File: src/rtl/cfgld_pkg.sv
package cfgld_pkg;

  typedef enum logic [3:0] {
    ST_IDLE,
    ST_PULSE,
    ST_INIT_LO,
    ST_INIT_HI,
    ST_SETTLE,
    ST_FETCH,
    ST_STROBE,
    ST_GAP,
    ST_FINAL,
    ST_OK,
    ST_ABORT
  } cfg_state_e;

  localparam logic [2:0] ERR_NONE      = 3'd0;
  localparam logic [2:0] ERR_INIT_LO   = 3'd1;
  localparam logic [2:0] ERR_INIT_HI   = 3'd2;
  localparam logic [2:0] ERR_LOAD_INIT = 3'd3;
  localparam logic [2:0] ERR_DONE_TO   = 3'd4;
  localparam logic [2:0] ERR_BUSY_TO   = 3'd5;

endpackage

File: src/rtl/cfgld_sync.sv
module cfgld_sync #(
  parameter int unsigned W       = 3,
  parameter int unsigned STAGES  = 2,
  parameter logic [W-1:0] RST_VAL = '0
) (
  input  logic         clk,
  input  logic         rst,
  input  logic [W-1:0] d_i,
  output logic [W-1:0] q_o
);
  logic [W-1:0] stg [STAGES];

  for (genvar g = 0; g < STAGES; g++) begin : g_stage
    if (g == 0) begin : g_first
      always_ff @(posedge clk) begin
        if (rst) stg[g] <= RST_VAL;
        else     stg[g] <= d_i;
      end
    end else begin : g_rest
      always_ff @(posedge clk) begin
        if (rst) stg[g] <= RST_VAL;
        else     stg[g] <= stg[g-1];
      end
    end
  end

  assign q_o = stg[STAGES-1];
endmodule

File: src/rtl/cfgld_timer.sv
module cfgld_timer #(
  parameter int unsigned W = 27
) (
  input  logic         clk,
  input  logic         rst,
  input  logic         load_i,
  input  logic [W-1:0] val_i,
  output logic         zero_o
);
  logic [W-1:0] cnt_q;

  always_ff @(posedge clk) begin
    if (rst)                cnt_q <= '0;
    else if (load_i)        cnt_q <= val_i;
    else if (cnt_q != '0)   cnt_q <= cnt_q - 1'b1;
  end

  assign zero_o = (cnt_q == '0);
endmodule

File: src/rtl/cfgld_bytecnt.sv
module cfgld_bytecnt #(
  parameter int unsigned W = 16
) (
  input  logic         clk,
  input  logic         rst,
  input  logic         clr_i,
  input  logic         inc_i,
  input  logic [W-1:0] limit_i,
  output logic [W-1:0] cnt_o,
  output logic         hit_o
);
  logic [W-1:0] cnt_q;

  always_ff @(posedge clk) begin
    if (rst || clr_i) cnt_q <= '0;
    else if (inc_i)   cnt_q <= cnt_q + 1'b1;
  end

  assign cnt_o = cnt_q;
  assign hit_o = (cnt_q == limit_i);
endmodule

File: src/rtl/fpga_cfg_loader.sv
module fpga_cfg_loader
  import cfgld_pkg::*;
#(
  parameter int unsigned CNT_W       = 16,
  parameter int unsigned TMR_W       = 27,
  parameter int unsigned SYNC_STAGES = 2,
  parameter int unsigned PROG_CYC    = 64,
  parameter int unsigned INIT_TO_CYC = 100_000_000,
  parameter int unsigned SETTLE_CYC  = 2_000_000,
  parameter int unsigned BUSY_TO_CYC = 1_000_000,
  parameter int unsigned DONE_TO_CYC = 40_000_000,
  parameter bit          CHECK_BUSY  = 1'b1
) (
  input  logic             clk,
  input  logic             rst,
  input  logic             start_i,
  input  logic [CNT_W-1:0] total_bytes_i,
  input  logic [7:0]       s_data_i,
  input  logic             s_valid_i,
  output logic             s_ready_o,
  output logic             cfg_prog_n_o,
  output logic             cfg_cs_n_o,
  output logic             cfg_wr_n_o,
  output logic             cfg_cclk_o,
  output logic [7:0]       cfg_data_o,
  input  logic             cfg_init_n_i,
  input  logic             cfg_done_i,
  input  logic             cfg_busy_i,
  output logic             busy_o,
  output logic             ok_o,
  output logic             err_o,
  output logic [2:0]       err_code_o,
  output logic [CNT_W-1:0] err_offset_o
);
  // Gap after each strobe long enough for a status change caused by that
  // strobe to cross the synchroniser before the next byte is considered.
  localparam int unsigned HOLD_CYC = SYNC_STAGES + 2;
  localparam int unsigned HOLD_W   = $clog2(HOLD_CYC + 1);

  localparam logic [TMR_W-1:0] T_PROG   = TMR_W'(PROG_CYC);
  localparam logic [TMR_W-1:0] T_INIT   = TMR_W'(INIT_TO_CYC);
  localparam logic [TMR_W-1:0] T_SETTLE = TMR_W'(SETTLE_CYC);
  localparam logic [TMR_W-1:0] T_BUSY   = TMR_W'(BUSY_TO_CYC);
  localparam logic [TMR_W-1:0] T_DONE   = TMR_W'(DONE_TO_CYC);
  localparam logic [HOLD_W-1:0] T_HOLD  = HOLD_W'(HOLD_CYC);

  // ---------------- status synchronisers ----------------
  logic [2:0] stat_s;
  logic       init_s, done_s, busy_s, busy_clear;

  cfgld_sync #(.W(3), .STAGES(SYNC_STAGES), .RST_VAL(3'b001)) u_sync (
    .clk (clk),
    .rst (rst),
    .d_i ({cfg_busy_i, cfg_done_i, cfg_init_n_i}),
    .q_o (stat_s)
  );

  assign init_s = stat_s[0];
  assign done_s = stat_s[1];
  assign busy_s = stat_s[2];

  if (CHECK_BUSY) begin : g_busy_on
    assign busy_clear = !busy_s;
  end else begin : g_busy_off
    assign busy_clear = 1'b1;
  end

  // ---------------- state and helpers ----------------
  cfg_state_e state_q, state_d;

  logic             tmr_ld, tmr_zero;
  logic [TMR_W-1:0] tmr_val;
  logic             hold_ld, hold_zero;
  logic             cnt_clr, cnt_inc, cnt_hit;
  logic [CNT_W-1:0] cnt, total_q;
  logic             take;
  logic [2:0]       code_d;

  cfgld_timer #(.W(TMR_W)) u_phase_tmr (
    .clk    (clk),
    .rst    (rst),
    .load_i (tmr_ld),
    .val_i  (tmr_val),
    .zero_o (tmr_zero)
  );

  cfgld_timer #(.W(HOLD_W)) u_hold_tmr (
    .clk    (clk),
    .rst    (rst),
    .load_i (hold_ld),
    .val_i  (T_HOLD),
    .zero_o (hold_zero)
  );

  cfgld_bytecnt #(.W(CNT_W)) u_bytes (
    .clk     (clk),
    .rst     (rst),
    .clr_i   (cnt_clr),
    .inc_i   (cnt_inc),
    .limit_i (total_q),
    .cnt_o   (cnt),
    .hit_o   (cnt_hit)
  );

  assign s_ready_o = (state_q == ST_FETCH) && !cnt_hit && !done_s && init_s;
  assign cnt_inc   = (state_q == ST_STROBE);

  // ---------------- next-state logic ----------------
  always_comb begin
    state_d = state_q;
    tmr_ld  = 1'b0;
    tmr_val = T_PROG;
    hold_ld = 1'b0;
    cnt_clr = 1'b0;
    take    = 1'b0;
    code_d  = ERR_NONE;

    unique case (state_q)
      ST_IDLE, ST_OK, ST_ABORT: begin
        if (start_i) begin
          state_d = ST_PULSE;
          tmr_ld  = 1'b1;
          tmr_val = T_PROG;
          cnt_clr = 1'b1;
        end
      end
      ST_PULSE: begin
        if (tmr_zero) begin
          state_d = ST_INIT_LO;
          tmr_ld  = 1'b1;
          tmr_val = T_INIT;
        end
      end
      ST_INIT_LO: begin
        if (!init_s) begin
          state_d = ST_INIT_HI;
          tmr_ld  = 1'b1;
          tmr_val = T_INIT;
        end else if (tmr_zero) begin
          state_d = ST_ABORT;
          code_d  = ERR_INIT_LO;
        end
      end
      ST_INIT_HI: begin
        if (init_s) begin
          state_d = ST_SETTLE;
          tmr_ld  = 1'b1;
          tmr_val = T_SETTLE;
        end else if (tmr_zero) begin
          state_d = ST_ABORT;
          code_d  = ERR_INIT_HI;
        end
      end
      ST_SETTLE: begin
        if (tmr_zero) state_d = ST_FETCH;
      end
      ST_FETCH: begin
        if (cnt_hit || done_s) begin
          state_d = ST_FINAL;
          tmr_ld  = 1'b1;
          tmr_val = T_DONE;
        end else if (!init_s) begin
          state_d = ST_ABORT;
          code_d  = ERR_LOAD_INIT;
        end else if (s_valid_i) begin
          state_d = ST_STROBE;
          take    = 1'b1;
        end
      end
      ST_STROBE: begin
        state_d = ST_GAP;
        hold_ld = 1'b1;
        tmr_ld  = 1'b1;
        tmr_val = T_BUSY;
      end
      ST_GAP: begin
        if (!init_s) begin
          state_d = ST_ABORT;
          code_d  = ERR_LOAD_INIT;
        end else if (hold_zero && busy_clear) begin
          state_d = ST_FETCH;
        end else if (hold_zero && tmr_zero) begin
          state_d = ST_ABORT;
          code_d  = ERR_BUSY_TO;
        end
      end
      ST_FINAL: begin
        if (done_s && init_s) begin
          state_d = ST_OK;
        end else if (tmr_zero) begin
          state_d = ST_ABORT;
          code_d  = ERR_DONE_TO;
        end
      end
      default: state_d = ST_IDLE;
    endcase
  end

  // ---------------- registered state and pins ----------------
  always_ff @(posedge clk) begin
    if (rst) begin
      state_q      <= ST_IDLE;
      total_q      <= '0;
      cfg_prog_n_o <= 1'b1;
      cfg_cs_n_o   <= 1'b1;
      cfg_wr_n_o   <= 1'b1;
      cfg_cclk_o   <= 1'b1;
      cfg_data_o   <= '0;
      busy_o       <= 1'b0;
      ok_o         <= 1'b0;
      err_o        <= 1'b0;
      err_code_o   <= ERR_NONE;
      err_offset_o <= '0;
    end else begin
      state_q      <= state_d;
      cfg_prog_n_o <= !(state_d == ST_PULSE || state_d == ST_INIT_LO);
      cfg_cs_n_o   <= !(state_d inside {ST_SETTLE, ST_FETCH, ST_STROBE, ST_GAP});
      cfg_wr_n_o   <= !(state_d inside {ST_SETTLE, ST_FETCH, ST_STROBE, ST_GAP});
      cfg_cclk_o   <= (state_d != ST_STROBE);
      busy_o       <= !(state_d inside {ST_IDLE, ST_OK, ST_ABORT});
      ok_o         <= (state_d == ST_OK);
      err_o        <= (state_d == ST_ABORT);
      if (take) cfg_data_o <= s_data_i;
      if (cnt_clr) begin
        total_q      <= total_bytes_i;
        err_code_o   <= ERR_NONE;
        err_offset_o <= '0;
      end
      if (state_d == ST_ABORT && state_q != ST_ABORT) begin
        err_code_o   <= code_d;
        err_offset_o <= cnt;
      end
    end
  end
endmodule

File: config.mk
export PLATFORM = sky130hd
export DESIGN_NAME = fpga_cfg_loader
export DESIGN_NICKNAME = d
export VERILOG_FILES = /design/src/rtl/cfgld_pkg.sv /design/src/rtl/cfgld_sync.sv /design/src/rtl/cfgld_timer.sv /design/src/rtl/cfgld_bytecnt.sv /design/src/rtl/fpga_cfg_loader.sv
export SDC_FILE = /design/constraint.sdc
export NUM_CORES = 1
export LEC_CHECK = 0
export BUFFER_PORTS_ARGS = -buffer_cell sky130_fd_sc_hd__buf_2
export CAP_MARGIN = 10
export CORE_MARGIN = 3
export CORE_UTILIZATION = 25
export CTS_BUF_LIST = sky130_fd_sc_hd__clkbuf_4
export CTS_CLUSTER_DIAMETER = 100
export CTS_CLUSTER_SIZE = 24
export DETAILED_ROUTE_END_ITERATION = 10
export PLACE_DENSITY = 0.51
export SYNTH_ARGS = -nofsm -noshare
export SYNTH_HDL_FRONTEND = slang
export SYNTH_HIERARCHICAL = 1
export SYNTH_SLANG_ARGS = --single-unit
File: constraint.sdc
create_clock -name clk -period 4.15 [get_ports clk]
set_clock_uncertainty 0.15 [all_clocks]
set_input_delay 0.83 -clock clk [delete_from_list [all_inputs] [get_ports clk]]
set_output_delay 0.83 -clock clk [all_outputs]
set_load 0.1 [all_outputs]
==> metrics.md, run 1 <==
| Metric | Value |
|---|---|
| Result of the run | `finished clean` |
| Crit-path slowest cell | `or4_4` |
| I/O pins | `66` |
| Share of the synthesized area in the top cell type | `0.394` |
| Die area | `about 23000 um2` |
| Main synth FF type | `dfxtp_1` |
| Max_slew headroom | `0.550` |
| Mean Syn Cell Area | `8.48 um2` |
| Largest family of logic cells by synthesized area | `simple AND/OR/NAND/NOR gates` |
| Sequential share of the synthesized area | `0.394` |
| Gate count of the mapped netlist | `between 600 and 700` |
| Design Area, Final | `6110 um2` |
| FF/Latch Area | `2100 um2` |
| I/O Buffers | `65` |
| Hold buffer count at CTS | `0` |
| Final setup viols | `0` |
| Area leader, netlist | `dfxtp_1` |
| Setup CP Type | `register to register` |
| RSZ-0062 raised after global routing | `no` |
| CP max stage delay | `approximately 0.61 ns` |
| CP Launch Type | `register` |
| Worst-path clk slew | `roughly 0.18 ns` |
| Setup bufs post-CTS | `0` |
| Multi-input logic area | `about 3000 um2` |
| WL per Instance | `approximately 14 um` |
| Cells along the critical path | `or4_4 > nor4_4 > nand4_1 > nor4_1 > buf_4 > a21oi_2 > a2bb2oi_2 > a21oi_2 > a2111oi_4 > xnor2_1 > or3_1` |
| CP endpoint kind | `register` |
| Via density | `roughly 4.6` |
| Insertion delay to the later sink of the worst-skew pair | `between 0.5 and 0.6 ns` |
| Root Driver | `clkbuf_4` |
| Fillers | `about 2200` |
| Vias in the first global route | `approximately 4200` |
| H-tree levels | `3` |
| Synth Warn # | `6` |
| Post-synthesis compound-gate area fraction | `0.127` |
| Layout cells sized above 1 | `0.171` |
| Type of the most critical hold path | `register to register` |
| Synth cell types | `77` |
| Height of the die | `~150 um` |
| Largest net degree at the start of global routing | `77` |
| Tmin final | `3.68 ns` |
| Max Transition Viols Final | `0` |
| Synth area leaders | `dfxtp_1 39%, nand2_1 6.6%, xnor2_1 5.3%` |
| Initial antenna violation count | `1` |
| CTS Sinks | `roughly 110` |
| GRT overflow | `0` |
| CTS tree | `done` |
| Max Freq | `272 MHz` |
| Initial Util | `0.259` |
| Cts repair resizes | `0` |
| Tot Pwr | `3.46 mW` |
| Post-synthesis mux area share | `0.0359` |
| Psw | `about 1.5 mW` |
| Post-synth top cells | `105 x dfxtp_1, 94 x nand2_1, 43 x nor2_1` |
| FF+latch count, synth | `~110` |
| CP Data Arrival Time | `between 3 and 4 ns` |
| Leak | `roughly 2.3 nW` |
| Max clock buf depth | `2` |
| PwrDens | `between 500 and 600 nW/um2` |
| Switching Fraction | `0.436` |
| Row cnt | `52` |
| Pre-antenna DRT Iters | `7` |
| Setup_tns | `0 ns` |
| Max_cap viols | `0` |
| Area growth, synth to finish | `14.6%` |
| Clock network fraction of total power | `0.158` |
| Core area | `20600 um2` |
| First-pass GRT wire length | `around 22000 um` |
| GPL Wtd Cong | `0.863` |
| Total GRT Usage | `0.115` |
| Iter 0 DRT Violations | `between 300 and 400` |
| Tcrit/Tclk final | `0.886` |
| DR DRC count | `0` |
| Comb power frac | `0.454` |
| Seq pwr share | `0.388` |
| Asr flop ratio synth | `0` |
| Overall die width | `~150 um` |
| Placed cell area | `between 5000 and 6000 um2` |
| Final HPWL DP | `slightly below 10000 um` |
| Num CTS Buffers | `9` |
| EDFF count, synth | `0` |
| Xor and xnor fraction of the mapped netlist area | `0.0838` |
| Simple-Gate Fraction of Synth Area | `0.301` |
| Top-count cell post-synth | `dfxtp_1` |
| Worst-Margin Slew | `a little under 0.7 ns` |
| Vias | `4483` |
| Worst-path maximum fanout | `7` |
| Most used cell, CP | `a21oi_2` |
| Adder-cell area share of the yosys netlist | `0.00939` |
| Peak supply drop | `roughly 0.20 mV` |
| WL final | `about 13000 um` |
| Final nets | `about 720` |
| Req. time, crit path | `about 4.4 ns` |
| Post-Syn Area | `approximately 5300 um2` |
| Routed Antenna Nets | `0` |
| Final hold vios | `0` |
| Int Pwr | `a little under 2 mW` |
[area by class of cell]
class                      instances  share of cell area
antenna                            1            0.000410
clock buffer                       9              0.0111
clock inverter                     7              0.0149
inverter                          18              0.0111
multi-input combinational        476               0.493
sequential                       105               0.344
tap                              270              0.0553
timing repair buffer              79              0.0704
[power groups by stage]
stage          logic [mW]  clock network (mW)  registers, mW
6_report             1.57               0.546           1.34
3_3_place_gp         1.57                   0           1.36
3_5_place_dp         1.57                   0           1.36
5_1_grt              1.77               0.617           1.37
2_1_floorplan        1.20                   0           1.37
4_1_cts              1.58               0.585           1.34
[critical path, delay by kind of cell (launching register included)]
kind,cells,cell delay [ns]
AOI/OAI and AO/OA,4,0.77
xor gates and xnor gates,1,0.13
buffers and inverters,1,0.27
DFF,1,0.38
and+or+nand+nor,5,1.88
[sequential cells by signal (all words and copies together) (netlist names), 3 cells and up]
name / count
err_code_o: 3
cfg_data_o: 8
u_sync/stg: 6
u_hold_tmr/cnt_q: 3
u_bytes/cnt_o: 16
u_phase_tmr/cnt_q: 27
err_offset_o: 16
state_q: 4
total_q: 16
[placed cells by master (no fill, tap or decap), types with 4 or more instances in the layout]
cell type	synthesis	routed
inv_1	17	17
dfxtp_1	105	105
xnor2_1	32	32
a21oi_1	36	36
clkinv_8	0	4
ha_1	4	4
nand2_1	94	94
o21ai_0	26	26
mux2i_1	18	18
conb_1	2	9
buf_2	9	65
buf_4	3	14
nand3_1	15	15
nand3b_1	22	22
nand2b_1	22	22
xor2_1	19	19
nor3_1	13	13
nor2_1	43	43
nand4_1	13	13
clkbuf_4	0	9
nor4_1	14	14
or3_1	7	7
nor2b_1	13	13
[stage by stage]
step	cells	utilization	hold slack, ns	setup WS, ns
2_1_floorplan	636	-	0.233	1.01
3_3_place_gp	948	0.289	0.246	0.590
3_5_place_dp	948	0.289	0.245	0.477
4_1_cts	964	0.297	0.272	0.454
5_1_grt	965	0.297	0.287	0.236
6_report	965	0.297	0.271	0.474
[cells by family after synthesis]
| family | Yosys count |
|---|---|
| and+or+nand+nor | 294 |
| DFF | 105 |
| AOI/OAI and AO/OA | 99 |
| buffers and inverters | 55 |
| xor gates and xnor gates | 51 |
| muxes | 19 |
| adders and majority gates | 4 |
| other | 2 |
[worst paths after layout]
check	end	startpoint	cells past startpoint	slack [ns]
max	cfg_prog_n_o$_SDFF_PP1_	u_phase_tmr/cnt_q[7]$_SDFFE_PP0P_	11	0.47
min	u_sync/stg[1][0]$_SDFF_PP1_	u_sync/stg[0][0]$_SDFF_PP1_	1	0.27
max reg2reg	cfg_prog_n_o$_SDFF_PP1_	u_phase_tmr/cnt_q[7]$_SDFFE_PP0P_	11	0.47
min reg2reg	u_sync/stg[1][0]$_SDFF_PP1_	u_sync/stg[0][0]$_SDFF_PP1_	1	0.27
[routing by layer]
metal  wire length, um  up-vias  global-route usage
met2              5580      119               0.166
met5                 0        -                   0
met4               229        0              0.0390
met1              6860     2059               0.166
met3               662       16              0.0304
li1                  -     2289                   -
Power figures use the tool's default switching activity.
==> inputs of run 2 (changes only) <==
--- a/config.mk
+++ b/config.mk
@@ -8,12 +8,12 @@
 export BUFFER_PORTS_ARGS = -buffer_cell sky130_fd_sc_hd__buf_2
 export CAP_MARGIN = 10
 export CORE_MARGIN = 3
-export CORE_UTILIZATION = 25
+export CORE_UTILIZATION = 54
 export CTS_BUF_LIST = sky130_fd_sc_hd__clkbuf_4
 export CTS_CLUSTER_DIAMETER = 100
 export CTS_CLUSTER_SIZE = 24
 export DETAILED_ROUTE_END_ITERATION = 10
-export PLACE_DENSITY = 0.51
+export PLACE_DENSITY = 0.85
 export SYNTH_ARGS = -nofsm -noshare
 export SYNTH_HDL_FRONTEND = slang
 export SYNTH_HIERARCHICAL = 1
==> run 2 against run 1 <==
Compared with the run above: clock power fell by 2%; die area fell by 52%; cell count fell by 15%; flip-flop and latch count did not move; power fell by 1.4%; first-iteration DRC count fell by 19%; design area fell by 3.7%; utilization rose by 33 points; register-to-register slack barely moved; fmax fell by 4.7%; clock-buffer cell count did not move; critical path depth fell by 4; highest routed layer unchanged.
==> metrics.md, run 2 (synthesis results as in run 1) <==
| Metric | Value |
|---|---|
| Result of the run | `finished clean` |
| Initial antenna violation count | `0 (-1)` |
| Worst hold stages | `1 (unchanged)` |
| Crit-path leading delay family | `simple AND/OR/NAND/NOR gates` |
| Fillers | `796 (-65%)` |
| Uppermost routed layer | `met4` |
| DP Cell Count | `803 (-15%)` |
| R2R setup slack | `0.48 ns (about the same)` |
| Max Freq | `259 MHz (-4.7%)` |
| GRT overflow | `0 (unchanged)` |
| Most used cell, CP | `nor2_1` |
| Placed cell area | `5740 um2 (-3.6%)` |
| Crit path launch | `u_bytes/cnt_o[4]$_SDFFE_PP0P_` |
| Final nets | `720 (-0.55%)` |
| Setup CP Type | `register to output pin` |
| Critical path buffers and inverters | `1 (unchanged)` |
| Multi-input logic area | `3000 um2 (-0.21%)` |
| Peak supply drop | `0.328 mV (+61%)` |
| Crit-path slowest cell | `nor2_1` |
| Root Driver | `clkbuf_4` |
| Hold Path Origin | `u_sync/stg[0][0]$_SDFF_PP1_` |
| Worst R2R Start | `u_phase_tmr/cnt_q[0]$_SDFFE_PP0P_` |
| Largest net degree at the start of global routing | `55 (-29%)` |
| I/O pins | `66 (unchanged)` |
| Via density | `5.65 (+22%)` |
| Switching Fraction | `0.433 (-0.00291)` |
| Overall die width | `105 um (-31%)` |
| Tcrit/Tclk final | `0.929 (+0.0436)` |
| I/O Buffers | `65 (unchanged)` |
| N_diodes | `0 (-1)` |
| Max reg flops | `27 (unchanged)` |
| Req. time, crit path | `3.17 ns (-1.23 ns)` |
| Final std cells w/o fill | `819 (-15%)` |
| Setup bufs post-CTS | `0 (unchanged)` |
| Max_cap viols | `0 (unchanged)` |
| Cells along the critical path | `xnor2_1 > nand4_1 > nor4_1 > nor2_1 > nand2_2 > nor2_1 > buf_2` |
| FF/Latch Area | `2100 um2 (unchanged)` |
| CP endpoint kind | `output pin` |
| Row cnt | `35 (-33%)` |
| Type of the most critical hold path | `register to register` |
| Tmin final | `3.86 ns (+0.181 ns)` |
| Met3 wire len | `696 um (+5.1%)` |
| FF-to-FF End | `u_phase_tmr/cnt_q[22]$_SDFFE_PP0P_` |
| CP Data Arrival Time | `2.88 ns (-1.05 ns)` |
| Design Area, Final | `5880 um2 (-3.7%)` |
| Setup_tns | `0 ns (unchanged)` |
| Reg with most FFs | `u_phase_tmr/cnt_q` |
| GPL Wtd Cong | `0.930 (+7.7%)` |
| Vias in the first global route | `4310 (+2.5%)` |
| Hold buffer count at CTS | `0 (unchanged)` |
| Core area | `9420 um2 (-54%)` |
| Worst-Margin Slew | `0.821 ns (+0.146 ns)` |
| Clock network fraction of total power | `0.156 (-0.002)` |
| Int Pwr | `1.93 mW (-0.91%)` |
| Final setup viols | `0 (unchanged)` |
| Worst R2R Path Depth | `14 (+3)` |
| Max Transition Viols Final | `0 (unchanged)` |
| Psw | `1.47 mW (-2.1%)` |
| CP Launch Type | `register` |
| RSZ-0062 raised after global routing | `no` |
| PwrDens | `579 nW/um2 (+2.4%)` |
| Num CTS Buffers | `9 (unchanged)` |
| Insertion delay to the later sink of the worst-skew pair | `0.50 ns (about the same)` |
| Vias | `4627 (+3.2%)` |
| Height of the die | `105 um (-31%)` |
| Layout cells sized above 1 | `0.167 (-0.00480)` |
| Pre-antenna DRT Iters | `5 (-2)` |
| Cts repair resizes | `0 (unchanged)` |
| H-tree levels | `3 (unchanged)` |
| Die area | `11100 um2 (-52%)` |
| Leak | `2.24 nW (-1.0%)` |
| CTS tree | `done` |
| Final WS setup | `0.293 ns (-0.181 ns)` |
| WL per Instance | `14.5 um (+5.0%)` |
| Worst-path maximum fanout | `11 (+4)` |
| Iter 0 DRT Violations | `290 (-19%)` |
| CTS Sinks | `105 (unchanged)` |
| M1 WL | `5560 um (-19%)` |
| Initial Util | `0.566 (+0.307)` |
| Most common cell after layout, fill and taps aside | `dfxtp_1` |
| Final hold vios | `0 (unchanged)` |
| Final HPWL DP | `8540 um (-11%)` |
| Commonest cells after routing, fill and taps aside | `105 x dfxtp_1, 94 x nand2_1, 65 x buf_2` |
| Place WS | `0.556 ns (+0.0788 ns)` |
| WL final | `11900 um (-11%)` |
| Area growth, synth to finish | `10.4%` |
| Hold endpoint | `u_sync/stg[1][0]$_SDFF_PP1_` |
| Max_slew headroom | `0.451 (-0.0994)` |
| Routed Antenna Nets | `0 (unchanged)` |
| Max clock buf depth | `2 (unchanged)` |
| First-pass GRT wire length | `20300 um (-8.3%)` |
| Comb power frac | `0.451 (-0.003)` |
| WL met2 | `5400 um (-3.2%)` |
| CP max stage delay | `0.64 ns (+0.03 ns)` |
| Seq pwr share | `0.393 (+0.005)` |
| Tot Pwr | `3.41 mW (-1.4%)` |
| DR DRC count | `0 (unchanged)` |
| Worst-path clk slew | `0.18 ns (about the same)` |
| Total GRT Usage | `0.219 (+0.104)` |
==> run 2: metrics by stage <==
| step | util | hold WS (ns) |
|---|---|---|
| 3_5_place_dp | 0.609 | 0.245 |
| 4_1_cts | 0.625 | 0.281 |
| 5_1_grt | 0.625 | 0.318 |
| 6_report | 0.625 | 0.281 |
| 3_3_place_gp | 0.609 | 0.241 |
| 2_1_floorplan | - | 0.233 |
==> run 2: routing by layer <==
metal / global-route usage / up-vias
met5: 0 / -
met4: 0.0750 / 0
met3: 0.0306 / 18
met2: 0.347 / 166
met1: 0.305 / 2157
li1: - / 2286
==> run 2: how the worst max path moves through the flow <==
stage	cells past startpoint	slack [ns]	endpoint
2_1_floorplan	17	1.01	u_phase_tmr/cnt_q[11]$_SDFFE_PP0P_
3_3_place_gp	12	0.76	u_phase_tmr/cnt_q[21]$_SDFFE_PP0P_
3_5_place_dp	14	0.56	u_phase_tmr/cnt_q[18]$_SDFFE_PP0P_
4_1_cts	7	0.32	s_ready_o
5_1_grt	7	0.04	s_ready_o
6_report	7	0.29	s_ready_o
==> run 2: final cells by class <==
| cell class | count | share of cell area |
|---|---|---|
| Timing Repair Buffer | 75 | 0.0680 |
| Inverter | 18 | 0.0115 |
| Multi-Input combinational cell | 476 | 0.511 |
| Clock inverter | 7 | 0.0138 |
| Tap cell | 129 | 0.0274 |
| Clock buffer | 9 | 0.0115 |
| Sequential cell | 105 | 0.357 |
==> run 2: power groups by stage <==
stage	registers (mW)	clock network (mW)	logic [mW]
after global placement	1.34	0	1.47
final	1.34	0.533	1.54
after detailed placement	1.35	0	1.51
after floorplan	1.37	0	1.20
after CTS	1.33	0.539	1.52
after global routing	1.36	0.580	1.72
==> inputs of run 3 (changes only) <==
--- a/config.mk
+++ b/config.mk
@@ -16,5 +16,4 @@
 export PLACE_DENSITY = 0.85
 export SYNTH_ARGS = -nofsm -noshare
 export SYNTH_HDL_FRONTEND = slang
-export SYNTH_HIERARCHICAL = 1
 export SYNTH_SLANG_ARGS = --single-unit
==> run 3 against run 2 <==
Compared with the run above: utilization down 0.84 points; design area down 2.7%; routed wire length up 4.9%; flip-flop and latch count unchanged; synthesized cell count down 2.5%; critical path depth down 3; sequential power down 7%; global-route usage up 1.6 points; non-clock buffer count down 2; clock power down 4%; clock-buffer cell count unchanged; critical path type unchanged; critical endpoint unchanged; largest power group is now sequential cells.
==> metrics.md, run 3 <==
| Metric | Value |
|---|---|
| Tot Pwr | `2.94 mW (-14%)` |
| Comb power frac | `0.405 (-0.046)` |
| Critical path buffers and inverters | `1 (unchanged)` |
| RSZ-0062 raised after global routing | `no` |
| I/O Buffers | `65 (unchanged)` |
| Setup bufs post-CTS | `0 (unchanged)` |
| Vias | `4550 (-1.7%)` |
| Layout cells sized above 1 | `0.161 (-0.00601)` |
| M1 GR Usage | `0.300 (-0.00511)` |
| H-tree levels | `3 (unchanged)` |
| Synth cell types | `66 (-14%)` |
| Hold buffer count at CTS | `0 (unchanged)` |
| Worst-Margin Slew | `0.931 ns (+0.110 ns)` |
| Met3 GRT Util | `0.0546 (+0.0240)` |
| Reg with most FFs | `u_phase_tmr.cnt_q` |
| Final std cells w/o fill | `795 (-2.9%)` |
| Pre-antenna DRT Iters | `5 (unchanged)` |
| CP Launch Type | `register` |
| Total GRT Usage | `0.235 (+0.0158)` |
| Mean Syn Cell Area | `8.49 um2 (+0.15%)` |
| Row cnt | `35 (unchanged)` |
| Synth Net Count | `649` |
| Share of the synthesized area in the top cell type | `0.404 (+0.00967)` |
| Post-Syn Area | `5200 um2 (-2.4%)` |
| Met2 global-route usage | `0.393 (+0.0462)` |
| Synth Warn # | `0 (-6)` |
| Crit-path slowest cell | `dfxtp_1` |
| DP Cell Count | `780 (-2.9%)` |
| Cts repair resizes | `0 (unchanged)` |
| CTS Sinks | `105 (unchanged)` |
| Req. time, crit path | `3.17 ns (about the same)` |
| Busiest grt layer | `met2` |
| Post-synth top cells | `105 x dfxtp_1, 62 x nor2_1, 60 x nand2_1` |
| Seq pwr share | `0.421 (+0.028)` |
| Clock network fraction of total power | `0.175 (+0.019)` |
| Commonest cells after routing, fill and taps aside | `105 x dfxtp_1, 65 x buf_2, 62 x nor2_1` |
| Height of the die | `104 um (-1.1%)` |
| Top-count cell post-synth | `dfxtp_1` |
| Iter 0 DRT Violations | `276 (-4.8%)` |
| Final nets | `698 (-3.1%)` |
| Synth area leaders | `dfxtp_1 40%, xnor2_1 5.9%, nor2_1 4.5%` |
| Int Pwr | `1.77 mW (-8.6%)` |
| Worst-path clk slew | `0.15 ns (-0.03 ns)` |
| Most common cell after layout, fill and taps aside | `dfxtp_1` |
| Overall die width | `104 um (-1.1%)` |
| CP endpoint kind | `output pin` |
| Root Driver | `clkbuf_4` |
| Switching Fraction | `0.400 (-0.0331)` |
| Cells along the critical path | `nor2b_1 > nand2b_1 > nor4_2 > buf_2` |
| Type of the most critical hold path | `register to register` |
| Largest net degree at the start of global routing | `36 (-35%)` |
| WL final | `12500 um (+4.9%)` |
| Peak supply drop | `0.272 mV (-17%)` |
| Leak | `2.22 nW (-1.1%)` |
| I/O pins | `66 (unchanged)` |
| Via density | `5.72 (+1.3%)` |
| Initial antenna violation count | `0 (unchanged)` |
| Final HPWL DP | `9050 um (+6.0%)` |
| Area leader, netlist | `dfxtp_1` |
| Final core occ | `0.617 (-0.00841)` |
| Tmin final | `3.48 ns (-0.375 ns)` |
| WL per Instance | `15.7 um (+8.1%)` |
| Routed Antenna Nets | `0 (unchanged)` |
| Setup CP Type | `register to output pin` |
| Max clock buf depth | `2 (unchanged)` |
| Area growth, synth to finish | `10.0%` |
| DR DRC count | `0 (unchanged)` |
| Main synth FF type | `dfxtp_1` |
| Gate count of the mapped netlist | `613 (-2.5%)` |
| Tcrit/Tclk final | `0.839 (-0.0904)` |
| CTS tree | `done` |
| GRT overflow | `0 (unchanged)` |
| Die area | `10900 um2 (-2.3%)` |
| FF+latch count, synth | `105 (unchanged)` |
| Worst-path maximum fanout | `11 (unchanged)` |
| Insertion delay to the later sink of the worst-skew pair | `0.46 ns (-0.04 ns)` |
| Max Freq | `287 MHz (+11%)` |
| Crit-path leading delay family | `simple AND/OR/NAND/NOR gates` |
| Num CTS Buffers | `9 (unchanged)` |
| Max reg flops | `27 (unchanged)` |
| Max_cap viols | `0 (unchanged)` |
| Asr flop ratio synth | `0 (unchanged)` |
| Result of the run | `finished clean` |
| Final setup viols | `0 (unchanged)` |
| Psw | `1.18 mW (-20%)` |
| Final hold vios | `0 (unchanged)` |
| Core area | `9280 um2 (-1.4%)` |
| Sequential share of the synthesized area | `0.404 (+0.00967)` |
| Setup_tns | `0 ns (unchanged)` |
| PwrDens | `514 nW/um2 (-11%)` |
| First-pass GRT wire length | `21200 um (+4.2%)` |
| Max Transition Viols Final | `0 (unchanged)` |
| Vias in the first global route | `4456 (+3.4%)` |
| EDFF count, synth | `0 (unchanged)` |
| CP max stage delay | `0.56 ns (-0.08 ns)` |
| CP Data Arrival Time | `2.50 ns (-0.38 ns)` |
| Max_slew headroom | `0.379 (-0.0712)` |
| Initial Util | `0.561 (-0.00573)` |
| GPL Wtd Cong | `0.914 (-1.7%)` |
| N_diodes | `0 (unchanged)` |
-- run 3: power groups by stage --
stage	Clock (mW)	Combinational (mW)	Sequential, mW
floorplan	0	0.900	1.29
global placement	0	1.14	1.25
detailed placement	0	1.18	1.25
CTS	0.525	1.18	1.24
global route	0.568	1.32	1.25
finish	0.514	1.19	1.24
-- run 3: stage by stage --
stage                     worst slack (ns)  cell area [um2]  hold slack [ns]
after floorplan                      0.283             5210            0.239
after global placement               0.958             5590            0.248
after detailed placement             0.914             5590            0.260
after CTS                            0.682             5720            0.296
after global routing                 0.495             5720            0.300
final                                0.668             5720            0.295
-- run 3: final cells by class --
cell class	instances	area, um2
fill	810	3560
clock buffer	9	67.6
timing repair buffer	73	385
sequential	105	2100
inverter	13	48.8
tap	129	161
multi-input combinational	460	2900
clock inverter	6	63.8
-- run 3: logic make-up after synthesis --
group	count (synthesis)	share of synthesized area
adders and majority gates	6	0.0139
DFF	105	0.404
muxes	9	0.0173
xor gates and xnor gates	53	0.0892
AOI/OAI and AO/OA	125	0.157
buffers and inverters	48	0.0409
and+or+nand+nor	267	0.278
-- run 3: per-layer routing --
layer,wire length (um),part of all wire
met5,0,0
met1,5310,0.43
met2,6180,0.50
met4,223,0.018
met3,754,0.060
-- run 3: worst paths after layout --
| path | end | depth (start not counted) | slack, ns | startpoint |
|---|---|---|---|---|
| max | s_ready_o | 4 | 0.67 | state_q[0]$_SDFF_PP0_ |
| min | u_sync.stg[1][0]$_SDFF_PP1_ | 1 | 0.29 | u_sync.stg[0][0]$_SDFF_PP1_ |
| max reg2reg | u_phase_tmr.cnt_q[9]$_SDFFE_PP0P_ | 8 | 0.82 | u_bytes.cnt_o[2]$_SDFFE_PP0P_ |
| min reg2reg | u_sync.stg[1][0]$_SDFF_PP1_ | 1 | 0.29 | u_sync.stg[0][0]$_SDFF_PP1_ |
-- run 3: worst register-to-register path: cells and delay by family, from the launching register on --
family / cells / cell delay [ns]
AOI/OAI and AO/OA: 2 / 0.55
xor gates and xnor gates: 1 / 0.16
buffers and inverters: 1 / 0.28
DFF: 1 / 0.52
and+or+nand+nor: 4 / 1.57
